### src/rtl/int_alu_pkg.sv
package int_alu_pkg;
  localparam int OP_W = 4;

  typedef enum logic [OP_W-1:0] {
    OP_ADD  = 4'h0,
    OP_ADDU = 4'h1,
    OP_SUB  = 4'h2,
    OP_SUBU = 4'h3,
    OP_AND  = 4'h4,
    OP_OR   = 4'h5,
    OP_XOR  = 4'h6,
    OP_NOR  = 4'h7,
    OP_SLT  = 4'hA,
    OP_SLTU = 4'hB
  } alu_op_e;
endpackage

### src/rtl/int_alu_adder.sv
// Ripple-carry adder made from one full-adder cell per bit.
module int_alu_adder #(
  parameter int W = 32
) (
  input  logic [W-1:0] a,
  input  logic [W-1:0] b,
  input  logic         cin,
  output logic [W-1:0] sum,
  output logic         c_top_in,
  output logic         c_out
);
  logic [W:0] carry;

  assign carry[0] = cin;

  for (genvar i = 0; i < W; i++) begin : g_cell
    assign sum[i]     = a[i] ^ b[i] ^ carry[i];
    assign carry[i+1] = (a[i] & b[i]) | (a[i] & carry[i]) | (b[i] & carry[i]);
  end

  assign c_top_in = carry[W-1];
  assign c_out    = carry[W];
endmodule

### src/rtl/int_alu_logic.sv
// Bitwise unit; sel chooses AND, OR, XOR, NOR.
module int_alu_logic #(
  parameter int W = 32
) (
  input  logic [W-1:0] a,
  input  logic [W-1:0] b,
  input  logic [1:0]   sel,
  output logic [W-1:0] y
);
  always_comb begin
    unique case (sel)
      2'd0:    y = a & b;
      2'd1:    y = a | b;
      2'd2:    y = a ^ b;
      default: y = ~(a | b);
    endcase
  end
endmodule

### src/rtl/int_alu.sv
module int_alu
  import int_alu_pkg::*;
#(
  parameter int W = 32
) (
  input  logic [W-1:0]    opa,
  input  logic [W-1:0]    opb,
  input  logic [OP_W-1:0] opcode,
  output logic [W-1:0]    res,
  output logic            is_zero,
  output logic            ovf
);
  logic         do_sub;
  logic         signed_op;
  logic [W-1:0] b_eff;
  logic [W-1:0] sum;
  logic         c_top_in;
  logic         c_out;
  logic         raw_ovf;
  logic [W-1:0] logic_y;
  logic         lt_signed;
  logic         lt_unsigned;

  always_comb begin
    do_sub    = (opcode == OP_SUB) || (opcode == OP_SUBU) ||
                (opcode == OP_SLT) || (opcode == OP_SLTU);
    signed_op = (opcode == OP_ADD) || (opcode == OP_SUB);
    b_eff     = opb ^ {W{do_sub}};
  end

  int_alu_adder #(.W(W)) u_adder (
    .a        (opa),
    .b        (b_eff),
    .cin      (do_sub),
    .sum      (sum),
    .c_top_in (c_top_in),
    .c_out    (c_out)
  );

  int_alu_logic #(.W(W)) u_logic (
    .a   (opa),
    .b   (opb),
    .sel (opcode[1:0]),
    .y   (logic_y)
  );

  always_comb begin
    raw_ovf     = c_top_in ^ c_out;
    // sign of the difference, corrected when the subtraction overflowed
    lt_signed   = sum[W-1] ^ raw_ovf;
    // no carry out of A + ~B + 1 means a borrow
    lt_unsigned = ~c_out;
  end

  always_comb begin
    res = '0;
    unique case (opcode)
      OP_ADD, OP_ADDU, OP_SUB, OP_SUBU: res = sum;
      OP_AND, OP_OR, OP_XOR, OP_NOR:    res = logic_y;
      OP_SLT:                           res[0] = lt_signed;
      OP_SLTU:                          res[0] = lt_unsigned;
      default:                          res = '0;
    endcase
  end

  assign ovf     = raw_ovf & signed_op;
  assign is_zero = ~|res;
endmodule

### config.mk
export PLATFORM = sky130hd
export DESIGN_NAME = int_alu
export DESIGN_NICKNAME = d
export VERILOG_FILES = /design/src/rtl/int_alu_pkg.sv /design/src/rtl/int_alu_adder.sv /design/src/rtl/int_alu_logic.sv /design/src/rtl/int_alu.sv
export SDC_FILE = /design/constraint.sdc
export NUM_CORES = 1
export LEC_CHECK = 0
export CORE_MARGIN = 10
export CORE_UTILIZATION = 52
export DETAILED_ROUTE_END_ITERATION = 7
export PLACE_DENSITY = 0.88
export SLEW_MARGIN = 20
export SYNTH_ARGS = -nofsm -noshare
export SYNTH_HDL_FRONTEND = slang
export SYNTH_SLANG_ARGS = --single-unit
### constraint.sdc
create_clock -name vclk -period 35.6
set_clock_uncertainty 0.05 [all_clocks]
set_input_delay 8.9 -clock vclk [all_inputs]
set_output_delay 8.9 -clock vclk [all_outputs]
set_load 0.05 [all_outputs]
======== Yosys cells after proc, flatten, opt, wreduce, memory -nomap -nowiden ========
Index checks and enable logic that the tools add are counted.
Widths: inputs -> output; s select.
word-level totals
  output and inout port bits .............. 34
  bits in writable memories ............... 0
  bits in read-only memories .............. 0
  memories kept ........................... 0
  input bits .............................. 68
  register bits ........................... 0
  latch bits .............................. 0
  logic and storage cells ................. 257
cells by class
  bitwise logic cells ..................... 233
  equality and inequality tests ........... 11
  reductions and logical operators ........ 10
  multiply operators ...................... 0
  divide/modulo/power cells ............... 0
  add/sub/neg operators ................... 0
  magnitude comparators ................... 0
  shift-type cells ........................ 0
  mux-type cells .......................... 3
operator list
  cell                number
  $and 1x1->1         97
  $pmux 32 s3         1
  $xor 1x1->1         66
  $or 1x1->1          64
  $xor 32x32->32      2
  $pmux 31 s2         1
  $and 32x32->32      1
  $not 32->32         1
  $or 32x32->32       1
  $reduce_or 32->1    1
  $eq 4x3->1 const B  4
  $eq 4x2->1 const B  2
  $eq 4x4->1 const B  2
  $reduce_or 4->1     2
  $eq 4x1->1 const B  1
  $logic_not 4->1     1
  $logic_or 1x1->1    4
  $pmux 1 s4          1
  $eq 2x1->1 const B  1
  $eq 2x2->1 const B  1
  $logic_not 2->1     1
  $logic_not 1->1     1
  $not 1->1           1

======== Longest topological paths before layout ========
Gate-level depths: netlist (run 1).
  depth after elaboration ................. 106
  depth in mapped cells ................... 46
  gate-level depth less buffers ........... 44

======== Cells and area by module ========
From an unflattened synthesis (run 1), not the netlist that was laid out.
second synthesis, totals
  cell total of the unflattened synthesis .. 492
  area, all modules ....................... 3,943.8 um^2
by module, submodules not included
  module         sequential area each (um^2)  area an instance (um^2)  times used  cells an instance
  int_alu_logic  0.0                          2,242.2                  1           306
  int_alu        0.0                          1,023.5                  1           144
  int_alu_adder  0.0                          678.2                    1           42

======== Least setup slack after synthesis (run 1) ========
No wires, ideal clock.
  path type ............................... input to output
  start ................................... input opcode[1]
  end ..................................... output is_zero
  required time ........................... 26.650 ns
  data arrival time ....................... 24.503 ns
  slack ................................... 2.147 ns
  cell stages on the path ................. 45
  path buffers ............................ 4
  path through ............................ buf_6 -> buf_6 -> buf_2 -> nand2_1 -> buf_2 -> xnor2_1 -> fa_1 -> fa_1 -> inv_1 -> fa_1 -> fa_1 -> fa_1 -> fa_1 -> fa_1 -> fa_1 -> fa_1 -> fa_1 -> fa_1 -> [... 9 more ...] -> fa_1 -> fa_1 -> fa_1 -> fa_1 -> fa_1 -> fa_1 -> fa_1 -> fa_1 -> fa_1 -> fa_1 -> fa_1 -> fa_1 -> fa_1 -> a22oi_1 -> o21ai_0 -> nor4_1 -> nand2b_1 -> nor4_2
between the ends
  elaborated cells between the ends (all ways) .. 251
  those cells by class .................... eq/ne: 11; mux: 3; bitwise: 228; reduce/logical: 9
RTL lines
  what                           RTL line                      source
  start: declaration             int_alu.sv:8                  input logic [OP_W-1:0] opcode,
  $eq 4x2->1                     int_alu.sv:25, int_alu.sv:57
  $logic_or 1x1->1 (2 in a row)  int_alu.sv:25                 do_sub = (opcode == OP_SUB) || (opcode == OP_SUBU) ||
  $logic_or 1x1->1               int_alu.sv:26                 (opcode == OP_SLT) || (opcode == OP_SLTU);
  $xor 32x32->32                 int_alu.sv:28                 b_eff = opb ^ {W{do_sub}};
  $and 1x1->1                    int_alu_adder.sv:18           assign carry[i+1] = (a[i] & b[i]) | (a[i] & carry[i]) | (b[i] & carry[i]);
  $or 1x1->1 (2 in a row)        int_alu_adder.sv:18
  $and 1x1->1                    int_alu_adder.sv:18
  $or 1x1->1 (2 in a row)        int_alu_adder.sv:18
  [... 82 more ...]              n/a
  $or 1x1->1 (2 in a row)        int_alu_adder.sv:18
  $and 1x1->1                    int_alu_adder.sv:18
  $or 1x1->1 (2 in a row)        int_alu_adder.sv:18
  $xor 1x1->1                    int_alu_adder.sv:17           assign sum[i] = a[i] ^ b[i] ^ carry[i];
  $pmux 31 s2 (*)                int_alu.sv:57                 unique case (opcode)
  net res[31]                    int_alu.sv:9                  output logic [W-1:0] res,
  $reduce_or 32->1 (*)           int_alu.sv:67                 assign is_zero = ~|res;
  $logic_not 1->1 (*)            int_alu.sv:67
  end: declaration               int_alu.sv:10                 output logic is_zero,
Mark *: on every way through the listed nets, which the timed path passes. The rest lies on a longest branch.

======== Worst setup path in the final report (run 1) ========
  start ................................... input opcode[2]
  end ..................................... output res[0]
between the ends
  word-level cells in the longest chain between the ends .. 104
  elaborated cells between the ends (all ways) .. 184
  those cells by class .................... eq/ne: 9; mux: 1; bitwise: 168; reduce/logical: 6
ends and longest elaborated chain
  what                           RTL line                      source
  $eq 4x2->1                     int_alu.sv:25, int_alu.sv:57
  $logic_or 1x1->1 (2 in a row)  int_alu.sv:25
  $logic_or 1x1->1               int_alu.sv:26
  $xor 32x32->32                 int_alu.sv:28
  $and 1x1->1                    int_alu_adder.sv:18
  $or 1x1->1 (2 in a row)        int_alu_adder.sv:18
  $and 1x1->1                    int_alu_adder.sv:18
  $or 1x1->1 (2 in a row)        int_alu_adder.sv:18
  [... 82 more ...]              n/a
  $or 1x1->1 (2 in a row)        int_alu_adder.sv:18
  $and 1x1->1                    int_alu_adder.sv:18
  $or 1x1->1 (2 in a row)        int_alu_adder.sv:18
  $and 1x1->1                    int_alu_adder.sv:18
  $or 1x1->1 (2 in a row)        int_alu_adder.sv:18
  $xor 1x1->1                    int_alu.sv:48                 raw_ovf = c_top_in ^ c_out;
  $xor 1x1->1                    int_alu.sv:50                 lt_signed = sum[W-1] ^ raw_ovf;
  $pmux 1 s4 (*)                 int_alu.sv:57
  end: declaration               int_alu.sv:9
Every way passes the cells marked *; elsewhere a longest branch is shown, timed or not.

==> results of run 1 <==
## path summary, 6_finish.rpt
kind	start	endpoint	slack, ns	cells past startpoint
worst min-delay path	opcode[2]	is_zero	18.90	5
worst max-delay path	opcode[2]	res[0]	1.53	44
## cells in the final DEF, fill, tap and decap left out, types with 4 or more instances in the layout
master,instances
buf_4,6
o21ai_0,4
clkdlybuf4s50_1,100
fa_1,32
nand2_1,8
ha_1,64
mux2_1,7
nor3_1,5
nor2b_1,6
a211oi_1,11
inv_1,71
a21oi_1,16
mux2i_1,34
xnor2_1,61
o31a_1,5
a22oi_1,6
o21ai_1,9
nor2_1,38
## routing by layer
metal  part of all wire, %  wire length [um]  up-vias  GRT usage (%)
li1                      -                 -     1581              -
met5                     0                 0        -              0
met4                   1.4               150        0           2.68
met1                    40              4220     1608           22.6
met3                   5.7               596       17           2.79
met2                    52              5470      115           35.6
## cells by family after synthesis
family                   Yosys count  share of synthesized area (%)
XOR/XNOR                          64                           15.3
adder cells (fa/ha/maj)           96                           39.4
AND/OR/NAND/NOR                   68                           8.59
buffers and inverters             96                           12.3
multiplexers                      42                           11.8
AO/OA/AOI/OAI                     68                           12.6
## cells in the mapped netlist (2+ instances only)
cell type and instances:
buf_2 10, buf_12 2, nand3_1 2, buf_6 2, nor2_1 38, buf_4 2
a211oi_1 11, fa_1 32, mux2i_1 34, nor3_1 5, nor2b_1 6, mux2_1 7
nand2b_1 2, ha_1 64, o21ai_0 4, xnor2_1 61, nor4_2 2, o22a_1 2
o22ai_1 3, buf_8 2, o21ai_1 9, xor2_1 3, inv_1 71, nand2_1 9
o2111ai_1 3, buf_1 3, o31a_1 5, a21oi_1 16, clkbuf_1 4, a22oi_1 6
## critical path, delay by kind of cell
kind,cells,cell delay [ns]
fa+ha+maj,30,12.50
buf+inv,8,2.62
compound gates,3,0.58
simple gates,2,0.29
xor+xnor,1,0.19
## report_power, final
| part | internal [uW] | total (uW) | switching, uW |
|---|---|---|---|
| Combinational | 40.2 | 96.3 | 56.0 |
| Sequential | 0 | 0 | 0 |
| Clock | 0 | 0 | 0 |
## final cells by class
cell class / count / area [sq um] / area share (%)
inverters: 71 / 267 / 5.74
multi-input cells: 338 / 3210 / 69.1
well taps: 96 / 120 / 2.59
repair buffers: 106 / 1050 / 22.5
## through the flow
step / util [%] / area [sq um] / hold WS (ns)
floorplan: - / 3660 / 18.17
global placement: 67.9 / 4640 / 18.87
detailed placement: 67.9 / 4640 / 18.88
CTS: 67.9 / 4640 / 18.88
global route: 67.9 / 4640 / 18.96
finish: 67.9 / 4640 / 18.90
==> results summary, run 1 <==
Yosys printed 0 warnings. The maximum achievable frequency came out at between 20 and 30 MHz. The largest net degree at the start of global routing came out at 70. The DRC violations left is 0. The count of final hold-check violations came to 0.

The global placement routability congestion is 0.961. The total nets after synthesis is 598. The pre-CTS setup slack came out at 1.53 ns.

The total wire length after detailed routing is 10,400 um. The die width is 104 um. Before antenna repair, the detailed router went through 4 iterations.

The initial standard-cell utilization of the core came out at 53.5%. The core area came out at 0.00683 sq mm. 0 antenna diodes ended up in the layout.

Post-CTS repair changed the size of 0 cells. The launching element type of the critical path is a primary input. The required time at the endpoint of the critical path is approximately 27 ns. Hold repair after CTS inserted 0 buffers. The actual transition at the worst max-transition pin came out at 1.04 ns. The count of buffers added on input and output ports is 102. The average cell area after synthesis came out at 8.42 sq um. The data arrival time of the worst path came out at between 20 and 30 ns.

During I/O placement, the number of pins put on the boundary was between 100 and 150. The min-delay analysis places its worst path in the category in2out. For the final routed database, the setup TNS stands at 0 ns. Setup repair after global routing left no endpoint under its margin.

The number of flip-flops and latches is 0. The design draws 96.3 uW. The routed design could run at a clock period as short as roughly 34 ns. The count of filler cells inserted in the layout came out at 574. The total number of vias came out at 3,321. In this run, placement finished with an instance count of 611. The post-synthesis instance area is 0.00366 sq mm. Across every metal layer, demand over resource in global routing totals 19.0%. The count of non-filler cells in the finished layout came out at 611.

The setup slack of the critical path after layout came out at approximately 1.5 ns. Of the synthesized area, sequential elements account for 0%. The leakage power came out at 0.00214 uW. The vertical die dimension is 104 um.

The number of clock-tree buffers in the layout is 0. The die area is around 0.011 sq mm. The via-per-instance ratio came out at approximately 5.4. The initial detailed-routing violation count came out at 234. The first global-routing pass estimated 17,700 um of wire. After floorplanning, the core was divided into 30 placement rows. The run finished with clean final reports.

In this run the remaining antenna-violating nets after routing total 0. The initial antenna violation count is 0. The worst setup path is captured at a primary output. From synthesis to final layout, the design area changed by 26.9%. Counting distinct cell types in the post-synthesis netlist gives 44. The sequential cell area came out at 0 sq um. After the last flow step, the layout net total stands at between 600 and 700.

Among all stages on the critical path, the largest delay is contributed by clkdlybuf4s50_1. The worst relative slew slack came out at between 30% and 40%. The half-perimeter wire length after placement came out at 8780 um. Of the cells placed in the final design, the portion with a size suffix greater than 1 is under 10%. The number of max-capacitance violations reported is 0. The setup fix buffers added after clock tree synthesis is 0.

The biggest area contributor in the post-synthesis netlist is ha_1. The number of standard cells after synthesis is 434. The peak per-stage delay on the critical path came out at 0.83 ns. The synthesized design devotes to its leading area cell type 21.9% of total area. The critical path is of the in2out type.

The number of global-route vias before repair came out at roughly 3,700. The final worst-path cycle share is 95.7%. The global-route congestion overflow total is 0. Across the VDD grid, the largest voltage drop is approximately 14 uV. The count of final max-slew check failures is 0. The post-detailed-route wirelength per cell came out at 17.1 um. Yosys attributes the largest share of cell area to ha_1 (22%), fa_1 (18%), xnor2_1 (15%), mux2i_1 (9.3%), inv_1 (7.3%). Dividing total power by cell area gives a power density of approximately 21 mW/mm^2. Setup violations remaining at the end of the flow were counted as 0.

The most numerous cell type found on the critical path is fa_1. Along the worst path, the maximum fanout reaches 36.
(Power assumes the default switching activity.)
==> inputs of run 2 (changes only) <==
- clock period: 35.6 -> 36.1 ns (I/O delays scaled with it)
==> results summary, run 2 (synthesis results as in run 1) <==
The flow ran to the end, and the final reports show no timing, DRC or antenna violations. The count of filler cells inserted in the layout came out at 578 (+0.70%). The number of flip-flops and latches came out at 0 (unchanged). The data arrival time of the worst path came out at 25.56 ns (+0.44 ns). The start point of the critical path is opcode[2]. The initial antenna violation count came out at 0 (unchanged). The number of hold buffers added after CTS is 0 (unchanged).

The global-route congestion overflow total is 0 (unchanged). The required time at the endpoint of the critical path is 27.02 ns (+0.37 ns). The number of failing setup endpoints in the final timing report came to 0 (unchanged). The library cell used most frequently in the layout, excluding fill and tap cells, is clkdlybuf4s50_1. The half-perimeter wire length after placement came out at 8750 um (-0.38%). The category of the worst setup path capture point is a primary output. The power density relative to cell area is 20.4 mW/mm^2 (-1.6%). The pre-CTS setup slack came out at 1.46 ns (-0.0730 ns). The setup slack of the critical path after layout came out at 1.46 ns (-0.0715 ns).

For this design, the slowest cell found on the critical path is clkdlybuf4s50_1. The design internal power was 39.6 uW (-1.5%). The number of clock-tree buffers in the layout is 0 (unchanged). The total number of vias is 3,295 (-0.78%). The switching share of power came out at 58.2% (about the same). The die area is 0.0108 sq mm (unchanged). The overall routing resource usage is 18.7% (-0.36 points).

The DRC violations left came to 0 (unchanged). The top cell types in the final layout, fill and taps aside, are clkdlybuf4s50_1 (101), inv_1 (71), ha_1 (64), xnor2_1 (61), nor2_1 (38). The part of the total power dissipated in combinational logic is 100.0% (about the same). The sum of negative setup slack came to 0 ns (unchanged). The vertical die dimension came out at 104 um (unchanged). The sequential cell area was 0 sq um (unchanged). The count of non-filler cells in the finished layout was 611 (unchanged).

The count of final max-slew check failures is 0 (unchanged). The final net count came out at 681 (unchanged). The initial detailed-routing violation count is 259 (+11%). STA classifies the critical path startpoint as a primary input. By instance count, the cell type seen most on the critical path is fa_1. The worst-case vdd ir drop is 14.2 uV (+1.9%). The wire length of the first global-routing pass came out at 17,400 um (-1.6%). The type of the tightest min-delay check is in2out. The switching power total is 55.1 uW (-1.7%). The cell count after placement came to 611 (unchanged). The post-detailed-route wirelength per cell is 16.9 um (-0.85%). The die width came out at 104 um (unchanged). The peak per-stage delay on the critical path is 0.85 ns (+0.02 ns).

The global placement routability congestion came to 0.925 (-3.8%). The register share of total power is 0% (unchanged). The minimum clock period came out at roughly 35 ns. The count of nets left with antenna violations after detail routing is 0 (unchanged).

The total wire length after detailed routing is 10,300 um (-0.85%). The setup fix buffers added after clock tree synthesis came out at 0 (unchanged). The number of cells upsized or downsized after cts came to 0 (unchanged). The initial standard-cell utilization of the core is 53.5% (unchanged). The number of antenna repair diodes is 0 (unchanged). The total non-filler cell area in the finished layout is 0.00464 sq mm (about the same). The critical path is of the in2out type. The leakage power is 0.00214 uW (about the same). The worst relative slew slack is 33.6% (+2.8 points). The via-per-instance ratio came to 5.39 (-0.78%). The core area came to 0.00683 sq mm (unchanged). The clock power share came out at 0% (unchanged).

The count of final hold-check violations is 0 (unchanged). The post-place instance area is 0.00464 sq mm (about the same). The largest fanout on the critical path is 36 (unchanged). The count of boundary I/O pins came out at 102 (unchanged).

The count of input and output buffers came out at 102 (unchanged). The count of TritonRoute iterations in the first routing pass came out at 4 (unchanged). The actual transition at the worst max-transition pin came out at 0.996 ns (-0.0413 ns). The area overhead of the layout relative to synthesis came to 27.0% (about the same). The share of post-route cells with drive strength above 1 came out at 2.14% (-0.19 points). The largest net degree at the start of global routing came to 70 (unchanged).

The maximum achievable frequency is 28.9 MHz. The termination of the worst setup path is is_zero. The number of max-capacitance violations reported came out at 0 (unchanged). The final worst-path cycle share is 96.0%. The number of global-route vias before repair is 3,600 (-1.6%). Setup repair after global routing left no endpoint under its margin. The number of cell rows is 30 (unchanged).
run 2: cell count changes in the layout (fill, tap and decap cells not counted), sizes merged:
cell | before | now
clkdlybuf4s50 | 100 | 101
buf | 6 | 5
run 2: power groups by stage:
stage               logic [uW]  registers [uW]  clock network (uW)
floorplan                 63.0               0                   0
global placement          91.4               0                   0
detailed placement        94.3               0                   0
CTS                       94.8               0                   0
global route               103               0                   0
finish                    94.7               0                   0
run 2: final cells by class:
| cell class | count | area (sq um) | area share, % |
|---|---|---|---|
| well taps | 96 | 120 | 2.59 |
| repair buffers | 106 | 1050 | 22.6 |
| inverters | 71 | 267 | 5.74 |
| multi-input cells | 338 | 3210 | 69.1 |
run 2: worst min path at each step:
stage / start / to / slack, ns / cells past startpoint
floorplan: opcode[3] / res[0] / 18.42 / 2
global placement: opcode[1] / res[1] / 19.53 / 7
detailed placement: opcode[1] / res[1] / 19.53 / 7
CTS: opcode[1] / res[1] / 19.54 / 7
global route: opcode[3] / res[19] / 19.63 / 4
finish: opcode[1] / res[1] / 19.53 / 7
run 2: per-stage QoR:
stage | util (%) | total power [uW] | hold slack, ns
after floorplan | - | 63.0 | 18.42
after global placement | 68.0 | 91.4 | 19.53
after detailed placement | 68.0 | 94.3 | 19.53
after CTS | 68.0 | 94.8 | 19.54
after global routing | 68.0 | 103 | 19.63
final | 68.0 | 94.7 | 19.53
run 2: metal layers:
metal / track usage (%) / part of all wire [%] / up-vias
li1: - / - / 1576
met1: 22.2 / 40 / 1579
met2: 34.6 / 52 / 123
met3: 3.22 / 6.5 / 17
met4: 2.39 / 1.3 / 0
met5: 0 / 0 / -
run 2: worst max-delay path, delay by kind of cell:
kind,cells,cell delay [ns]
compound gates,2,0.31
xor+xnor,1,0.19
fa+ha+maj,30,12.57
buf+inv,8,2.64
simple gates,4,0.79
